--- src/rtl/vr_ssq_pkg.sv ---
package vr_ssq_pkg;

  typedef enum logic [2:0] {
    PH_SHUT  = 3'd0,
    PH_DELAY = 3'd1,
    PH_RAMP1 = 3'd2,
    PH_HOLD  = 3'd3,
    PH_RAMP2 = 3'd4,
    PH_REG   = 3'd5,
    PH_OFFL  = 3'd6
  } ssqPhase_e;

  // Strobes from control to datapath
  typedef struct packed {
    logic clearDac;
    logic rampBoot;
    logic rampTarget;
    logic latchTarget;
  } ssqStrobe_t;

endpackage

--- src/rtl/vr_ssq_datapath.sv ---
module vr_ssq_datapath
  import vr_ssq_pkg::*;
#(
  parameter int CODE_W      = 6,
  parameter int BOOT_CODE   = 20,
  parameter int OFFSET_CODE = 2,
  parameter int OFF_CODE    = 63,
  parameter int STEP_CYC    = 2
) (
  input  logic              clk,
  input  logic              rstN,
  input  ssqStrobe_t        stb,
  input  logic [CODE_W-1:0] vidIn,
  output logic [CODE_W-1:0] dacCode,
  output logic              atBoot,
  output logic              atTarget,
  output logic              vidStable,
  output logic              vidIsOff
);

  localparam int TW = (STEP_CYC > 1) ? $clog2(STEP_CYC) : 1;
  localparam logic [TW-1:0]     STEP_LAST = TW'(STEP_CYC - 1);
  localparam logic [CODE_W-1:0] BOOT_V    = CODE_W'(BOOT_CODE);
  localparam logic [CODE_W-1:0] OFS_V     = CODE_W'(OFFSET_CODE);
  localparam logic [CODE_W-1:0] OFF_V     = CODE_W'(OFF_CODE);

  logic [TW-1:0]     stepTimer;
  logic              stepTick;
  logic              ramping;
  logic [CODE_W-1:0] vidReg, vidPrev, target;

  assign ramping  = stb.rampBoot | stb.rampTarget;
  assign stepTick = ramping && (stepTimer == STEP_LAST);

  always_ff @(posedge clk or negedge rstN) begin
    if (!rstN) stepTimer <= '0;
    else if (!ramping || stepTick) stepTimer <= '0;
    else stepTimer <= stepTimer + TW'(1);
  end

  // two-stage sampling of the identification code
  always_ff @(posedge clk or negedge rstN) begin
    if (!rstN) begin
      vidReg  <= '0;
      vidPrev <= '0;
    end else begin
      vidReg  <= vidIn;
      vidPrev <= vidReg;
    end
  end

  assign vidStable = (vidReg == vidPrev);
  assign vidIsOff  = (vidReg == OFF_V);

  always_ff @(posedge clk or negedge rstN) begin
    if (!rstN) target <= '0;
    else if (stb.latchTarget) target <= (vidReg >= OFS_V) ? (vidReg - OFS_V) : '0;
  end

  always_ff @(posedge clk or negedge rstN) begin
    if (!rstN) dacCode <= '0;
    else if (stb.clearDac) dacCode <= '0;
    else if (stb.rampBoot && stepTick && (dacCode != BOOT_V))
      dacCode <= dacCode + CODE_W'(1);
    else if (stb.rampTarget && stepTick && (dacCode != target))
      dacCode <= (dacCode < target) ? dacCode + CODE_W'(1) : dacCode - CODE_W'(1);
  end

  assign atBoot   = (dacCode == BOOT_V);
  assign atTarget = (dacCode == target);

endmodule

--- src/rtl/vr_ssq_ctrl.sv ---
module vr_ssq_ctrl
  import vr_ssq_pkg::*;
#(
  parameter int TD1_CYC  = 50,
  parameter int HOLD_CYC = 16
) (
  input  logic       clk,
  input  logic       rstN,
  input  logic       enAll,
  input  logic       atBoot,
  input  logic       atTarget,
  input  logic       vidStable,
  input  logic       vidIsOff,
  output ssqPhase_e  phaseQ,
  output ssqStrobe_t stb,
  output logic       pwmHiZ,
  output logic       vrReady
);

  localparam int CNT_TOP = (TD1_CYC > HOLD_CYC) ? TD1_CYC : HOLD_CYC;
  localparam int CW      = $clog2(CNT_TOP + 1);
  localparam logic [CW-1:0] CNT_MAX   = CW'(CNT_TOP - 1);
  localparam logic [CW-1:0] TD1_LAST  = CW'(TD1_CYC - 1);
  localparam logic [CW-1:0] HOLD_LAST = CW'(HOLD_CYC - 1);

  ssqPhase_e     phaseN;
  logic [CW-1:0] cnt;
  logic          holdDone;

  assign holdDone = (cnt >= HOLD_LAST);

  always_comb begin
    phaseN = phaseQ;
    if (!enAll) phaseN = PH_SHUT;
    else begin
      case (phaseQ)
        PH_SHUT:  phaseN = PH_DELAY;
        PH_DELAY: if (cnt == TD1_LAST) phaseN = PH_RAMP1;
        PH_RAMP1: if (atBoot) phaseN = PH_HOLD;
        PH_HOLD:  if (holdDone && vidStable) phaseN = vidIsOff ? PH_OFFL : PH_RAMP2;
        PH_RAMP2: if (atTarget) phaseN = PH_REG;
        PH_REG:   phaseN = PH_REG;
        PH_OFFL:  phaseN = PH_OFFL;
        default:  phaseN = PH_SHUT;
      endcase
    end
  end

  always_ff @(posedge clk or negedge rstN) begin
    if (!rstN) begin
      phaseQ <= PH_SHUT;
      cnt    <= '0;
    end else begin
      phaseQ <= phaseN;
      if (phaseN != phaseQ) cnt <= '0;
      else if (cnt != CNT_MAX) cnt <= cnt + CW'(1);
    end
  end

  always_comb begin
    stb.clearDac    = (phaseN == PH_SHUT) || (phaseN == PH_DELAY) || (phaseN == PH_OFFL);
    stb.rampBoot    = (phaseQ == PH_RAMP1);
    stb.rampTarget  = (phaseQ == PH_RAMP2);
    stb.latchTarget = (phaseQ == PH_HOLD) && (phaseN == PH_RAMP2);
  end

  assign pwmHiZ  = (phaseQ == PH_SHUT) || (phaseQ == PH_OFFL);
  assign vrReady = (phaseQ == PH_REG);

endmodule

--- src/rtl/vr_softstart_seq.sv ---
module vr_softstart_seq
  import vr_ssq_pkg::*;
#(
  parameter int CODE_W      = 6,
  parameter int TD1_CYC     = 50,
  parameter int HOLD_CYC    = 16,
  parameter int STEP_CYC    = 2,
  parameter int BOOT_CODE   = 20,
  parameter int OFFSET_CODE = 2,
  parameter int OFF_CODE    = 63
) (
  input  logic              clk,
  input  logic              rstN,
  input  logic              porGood,
  input  logic              enPwr,
  input  logic              enVtt,
  input  logic [CODE_W-1:0] vidIn,
  output logic [CODE_W-1:0] dacCode,
  output logic              pwmHiZ,
  output logic              vrReady,
  output logic [2:0]        phase
);

  logic       enAll, atBoot, atTarget, vidStable, vidIsOff;
  ssqStrobe_t stb;
  ssqPhase_e  phaseQ;

  assign enAll = porGood & enPwr & enVtt;
  assign phase = phaseQ;

  vr_ssq_ctrl #(.TD1_CYC(TD1_CYC), .HOLD_CYC(HOLD_CYC)) u_ctrl (
    .clk(clk), .rstN(rstN), .enAll(enAll), .atBoot(atBoot), .atTarget(atTarget),
    .vidStable(vidStable), .vidIsOff(vidIsOff), .phaseQ(phaseQ), .stb(stb),
    .pwmHiZ(pwmHiZ), .vrReady(vrReady)
  );

  vr_ssq_datapath #(
    .CODE_W(CODE_W), .BOOT_CODE(BOOT_CODE), .OFFSET_CODE(OFFSET_CODE),
    .OFF_CODE(OFF_CODE), .STEP_CYC(STEP_CYC)
  ) u_dp (
    .clk(clk), .rstN(rstN), .stb(stb), .vidIn(vidIn), .dacCode(dacCode),
    .atBoot(atBoot), .atTarget(atTarget), .vidStable(vidStable), .vidIsOff(vidIsOff)
  );

endmodule

--- config.mk ---
export PLATFORM = sky130hd
export DESIGN_NAME = vr_softstart_seq
export DESIGN_NICKNAME = d
export VERILOG_FILES = /design/src/rtl/vr_ssq_pkg.sv /design/src/rtl/vr_ssq_datapath.sv /design/src/rtl/vr_ssq_ctrl.sv /design/src/rtl/vr_softstart_seq.sv
export SDC_FILE = /design/constraint.sdc
export NUM_CORES = 1
export LEC_CHECK = 0
export ABC_CLOCK_PERIOD_IN_PS = 2100
export CAP_MARGIN = 10
export CORE_ASPECT_RATIO = 0.7
export CORE_MARGIN = 10
export CORE_UTILIZATION = 40
export DETAILED_ROUTE_END_ITERATION = 8
export GPL_TIMING_DRIVEN = 1
export PLACE_DENSITY = 0.63
export SLEW_MARGIN = 20
export SYNTH_ARGS = -nofsm -noshare
export SYNTH_HDL_FRONTEND = slang
export SYNTH_SLANG_ARGS = --single-unit
--- constraint.sdc ---
create_clock -name clk -period 2.1 [get_ports clk]
set_input_delay 0.21 -clock clk [delete_from_list [all_inputs] [get_ports clk]]
set_output_delay 0.21 -clock clk [all_outputs]
set_load 0.005 [all_outputs]
==> flow_summary.yaml, run 1 <==
clock_network:
  htreeDepth: 2
  cts_buffers: 5
  cts.sinks: 34
  tritoncts: "done"
  clk_latency_ps: 290
  cts_root_buffer: "clkbuf_8"
  postCtsHoldBufs: 0
  clkTransAtPathRegs_ps: 80
  cts_max_path_buffers: 2
yosys:
  synthDistinctLibCells: 50
  synth_edf_count: 0
  avgSynthCellArea_um2: 9.852
  ys.warnings.count: 0
  ys_ff_latch: 34
  synth_flop_cell: "dfrtp_1"
  syn-num-nets: 237
  synth_largest_area_cell: "dfrtp_1"
  async_reset_ff_share_pct: 100.0
  yosysTopAreaCellShare_pct: 40.36
  seq_area_frac_synth_pct: 40.36
  syn_area_um2: 2108
  synthCells: 214
  ys_top_cells_by_area: "dfrtp_1, ha_1, mux2i_1"
critical_path:
  critPathMostFrequentCell: "buf_4"
  slowest_stage: "or4_4"
  reg2reg_from: "u_ctrl.cnt[0]"
  rr_worst_depth: 8
  max_stage_delay_ps: 500
  path_max_fanout: 6
  start_kind: "flip-flop"
  reg2reg_slack_ps: 70
  cp.arrival_ps: 2230
  cp-end-kind: "flip-flop"
  worstPathRequired_ps: 2300
  crit_type: "flip-flop to flip-flop"
  worstReg2RegEnd: "u_ctrl.cnt[2]"
  critical_path.cell_chain: "buf_4 -> ha_1 -> nand2b_1 -> or4_4 -> a31oi_2 -> o32ai_1 -> buf_4 -> nor4_2"
placement:
  place_ws_ps: -47.26
  dpl.hpwl_um: 4027
  gp_congestion: 0.9063
  io_buffer_count: 21
  place_area_um2: 2690
  dp.cells: 342
grt:
  antenna_found_initial: 0
  track_usage_pct: 12.91
  grt_overflow: 0
  grt_max_degree: 35
  grt_pass1_vias: 1829
  grt_first_pass_wirelength_um: 9011
floorplanning:
  start_util_pct: 40.74
  die_h_um: 80.74
  dieArea_um2: 8621
  rows: 22
  fp.dieW_um: 106.8
  num_io_pins: 22
  fp.coreArea_um2: 5175
routing:
  wl_met1_um: 2797
  routed.top_layer: "met4"
  viasPerCell: 5.374
  ant_nets: 0
  wl_met2_um: 2404
  met3_length_um: 447
  num_vias: 1913
  routed_wl_um: 5688
  drcViolationCount: 0
  wl_per_cell_um: 15.98
  drt-pass1-iter-count: 5
  drt_iter0_drc: 137
cells_and_area:
  layout.nets: 306
  diodes: 0
  fin_area_um2: 3027
  drive_gt1_share_pct: 30.28
  fin_util_pct: 58.49
  area_growth_pct: 43.56
  fin_cells: 356
sta:
  fin_ws_ps: 73.31
  skew_ps: 7.282
  rsz0062_at_grt: "yes"
  period_share_pct: 96.51
  timing.hold.ws_ps: 326.7
  relSlewSlack_pct: 58.68
  worst_pin_slew_ps: 615.7
  setup_viol: 0
  drv_slew: 0
  maxClockFrequency_ghz: 0.4934
  hold_violations: 0
  fin_crit_ps: 2027
pwr:
  cellPowerDensity_nw_per_um2: 571.6
  irDropWorstVdd_uv: 422.3
  power.leakage_nw: 1.302
outcome:
  status: "finished clean"
run:
  maxCapViolCount: 0
hold_path:
  worstHoldPathType: "input pin to asynchronous set/reset pin"
cell families (layout without fill, tap and decap cells):
kind of cell,after synthesis,after routing,synth area share (%)
adders and majority gates,12,12,7.121
AOI/OAI and AO/OA,49,49,16.91
DFF,34,34,40.36
buffers and inverters,21,91,4.095
muxes,14,14,7.359
xor gates and xnor gates,14,14,5.816
and+or+nand+nor,70,70,18.34
cell usage after synthesis, types with 2 or more instances:
master	n
ha_1	12
o31ai_1	7
nand3_1	7
buf_2	3
xnor2_1	4
dfrtp_1	34
a211oi_1	5
o21ai_1	2
nand4_1	2
nor4_1	2
clkbuf_1	3
nor3_1	11
o311ai_0	4
nand2b_1	6
a211o_1	2
and4_1	2
xor2_1	10
nand2_1	7
nor2b_1	3
inv_1	14
a21oi_1	6
nor2_1	17
a31oi_1	2
mux2i_1	11
and3_1	3
o21ai_0	8
mux2_4	3
o211ai_1	2
layout by cell type, fill, tap and decap left out, types with 2 or more instances in the layout:
cell type | synthesis | final
ha_1 | 12 | 9
o21ai_1 | 2 | 6
nand2_1 | 7 | 7
ha_4 | 0 | 3
clkdlybuf4s50_1 | 0 | 21
nor2b_1 | 3 | 3
a211o_1 | 2 | 2
o21ai_0 | 8 | 4
o31ai_1 | 7 | 7
clkbuf_8 | 0 | 5
nor2_1 | 17 | 17
nor3_2 | 0 | 2
nand3_1 | 7 | 6
a21oi_1 | 6 | 5
inv_1 | 14 | 11
buf_4 | 1 | 45
o211ai_1 | 2 | 2
nand4_1 | 2 | 2
inv_2 | 0 | 3
nand2b_1 | 6 | 5
dfrtp_1 | 34 | 33
xnor2_1 | 4 | 4
and3_1 | 3 | 3
mux2_4 | 3 | 3
mux2i_1 | 11 | 9
nor3_1 | 11 | 9
xor2_1 | 10 | 10
a31oi_2 | 1 | 2
bufinv_16 | 0 | 2
o311ai_0 | 4 | 4
buf_6 | 0 | 3
a211oi_1 | 5 | 4
worst max path at each step:
stage,start,to,slack (ps),depth (start not counted)
after global routing,u_ctrl.cnt[0],u_ctrl.cnt[2],-50,8
after global placement,enVtt,u_dp.target[0],-40,6
after CTS,u_dp.dacCode[1],u_dp.dacCode[5],2,8
after detailed placement,enVtt,u_dp.target[0],-50,6
final,u_ctrl.cnt[0],u_ctrl.cnt[2],70,8
after floorplan,u_dp.dacCode[3],u_ctrl.cnt[0],100,6
layout make-up:
| class | instances | area, µm² |
|---|---|---|
| sequential | 34 | 852.1 |
| inverter | 14 | 52.55 |
| clock buffer | 5 | 68.82 |
| timing repair buffer | 69 | 581.8 |
| multi-input combinational | 159 | 1313 |
| clock inverter | 3 | 68.82 |
| tap | 72 | 90.09 |
| fill | 471 | 2148 |
state kept, by name, summed over array words and instances (netlist names):
signal	flops
u_ctrl.phaseQ	3
u_dp.target	6
u_ctrl.cnt	6
u_dp.vidPrev	6
u_dp.dacCode	6
u_dp.stepTimer	1
u_dp.vidReg	6
layer usage:
metal	global-route usage [%]	vias to the layer above
met5	0	-
met4	3.235	0
met3	4.506	6
met2	18.79	79
met1	17.86	903
li1	-	925
critical path: cells and delay by family (launching register included):
family	cells	cell delay, ps
AO/OA/AOI/OAI	2	330
adder cells (fa/ha/maj)	1	140
flip-flops	1	370
buffers and inverters	2	320
AND/OR/NAND/NOR	3	780
where the power goes:
group,leakage [nW],internal (mW),switching [mW]
Combinational,0.810,0.127,0.126
Clock,0.0683,0.476,0.262
Sequential,0.424,0.698,0.0417
per-stage QoR:
step	TNS, ps	power [mW]
4_1_cts	0	1.729
2_1_floorplan	0	0.8689
3_5_place_dp	-178.6	0.9849
3_3_place_gp	-208.5	0.9782
6_report	0	1.730
5_1_grt	-142.5	1.808
timing repair:
action                     CTS  global route
resized for setup            3            32
pin swaps                    2             5
setup endpoints to repair    8            18
gates cloned                 1             0
setup buffers                3             2
Note: power is estimated with default switching activity, not from simulation.
==> run 2, diff against run 1 <==
CTS_CLUSTER_SIZE = 40   (was not set)
==> results of run 2 <==
Final layout, timing and power as in run 1 (identical DEF).
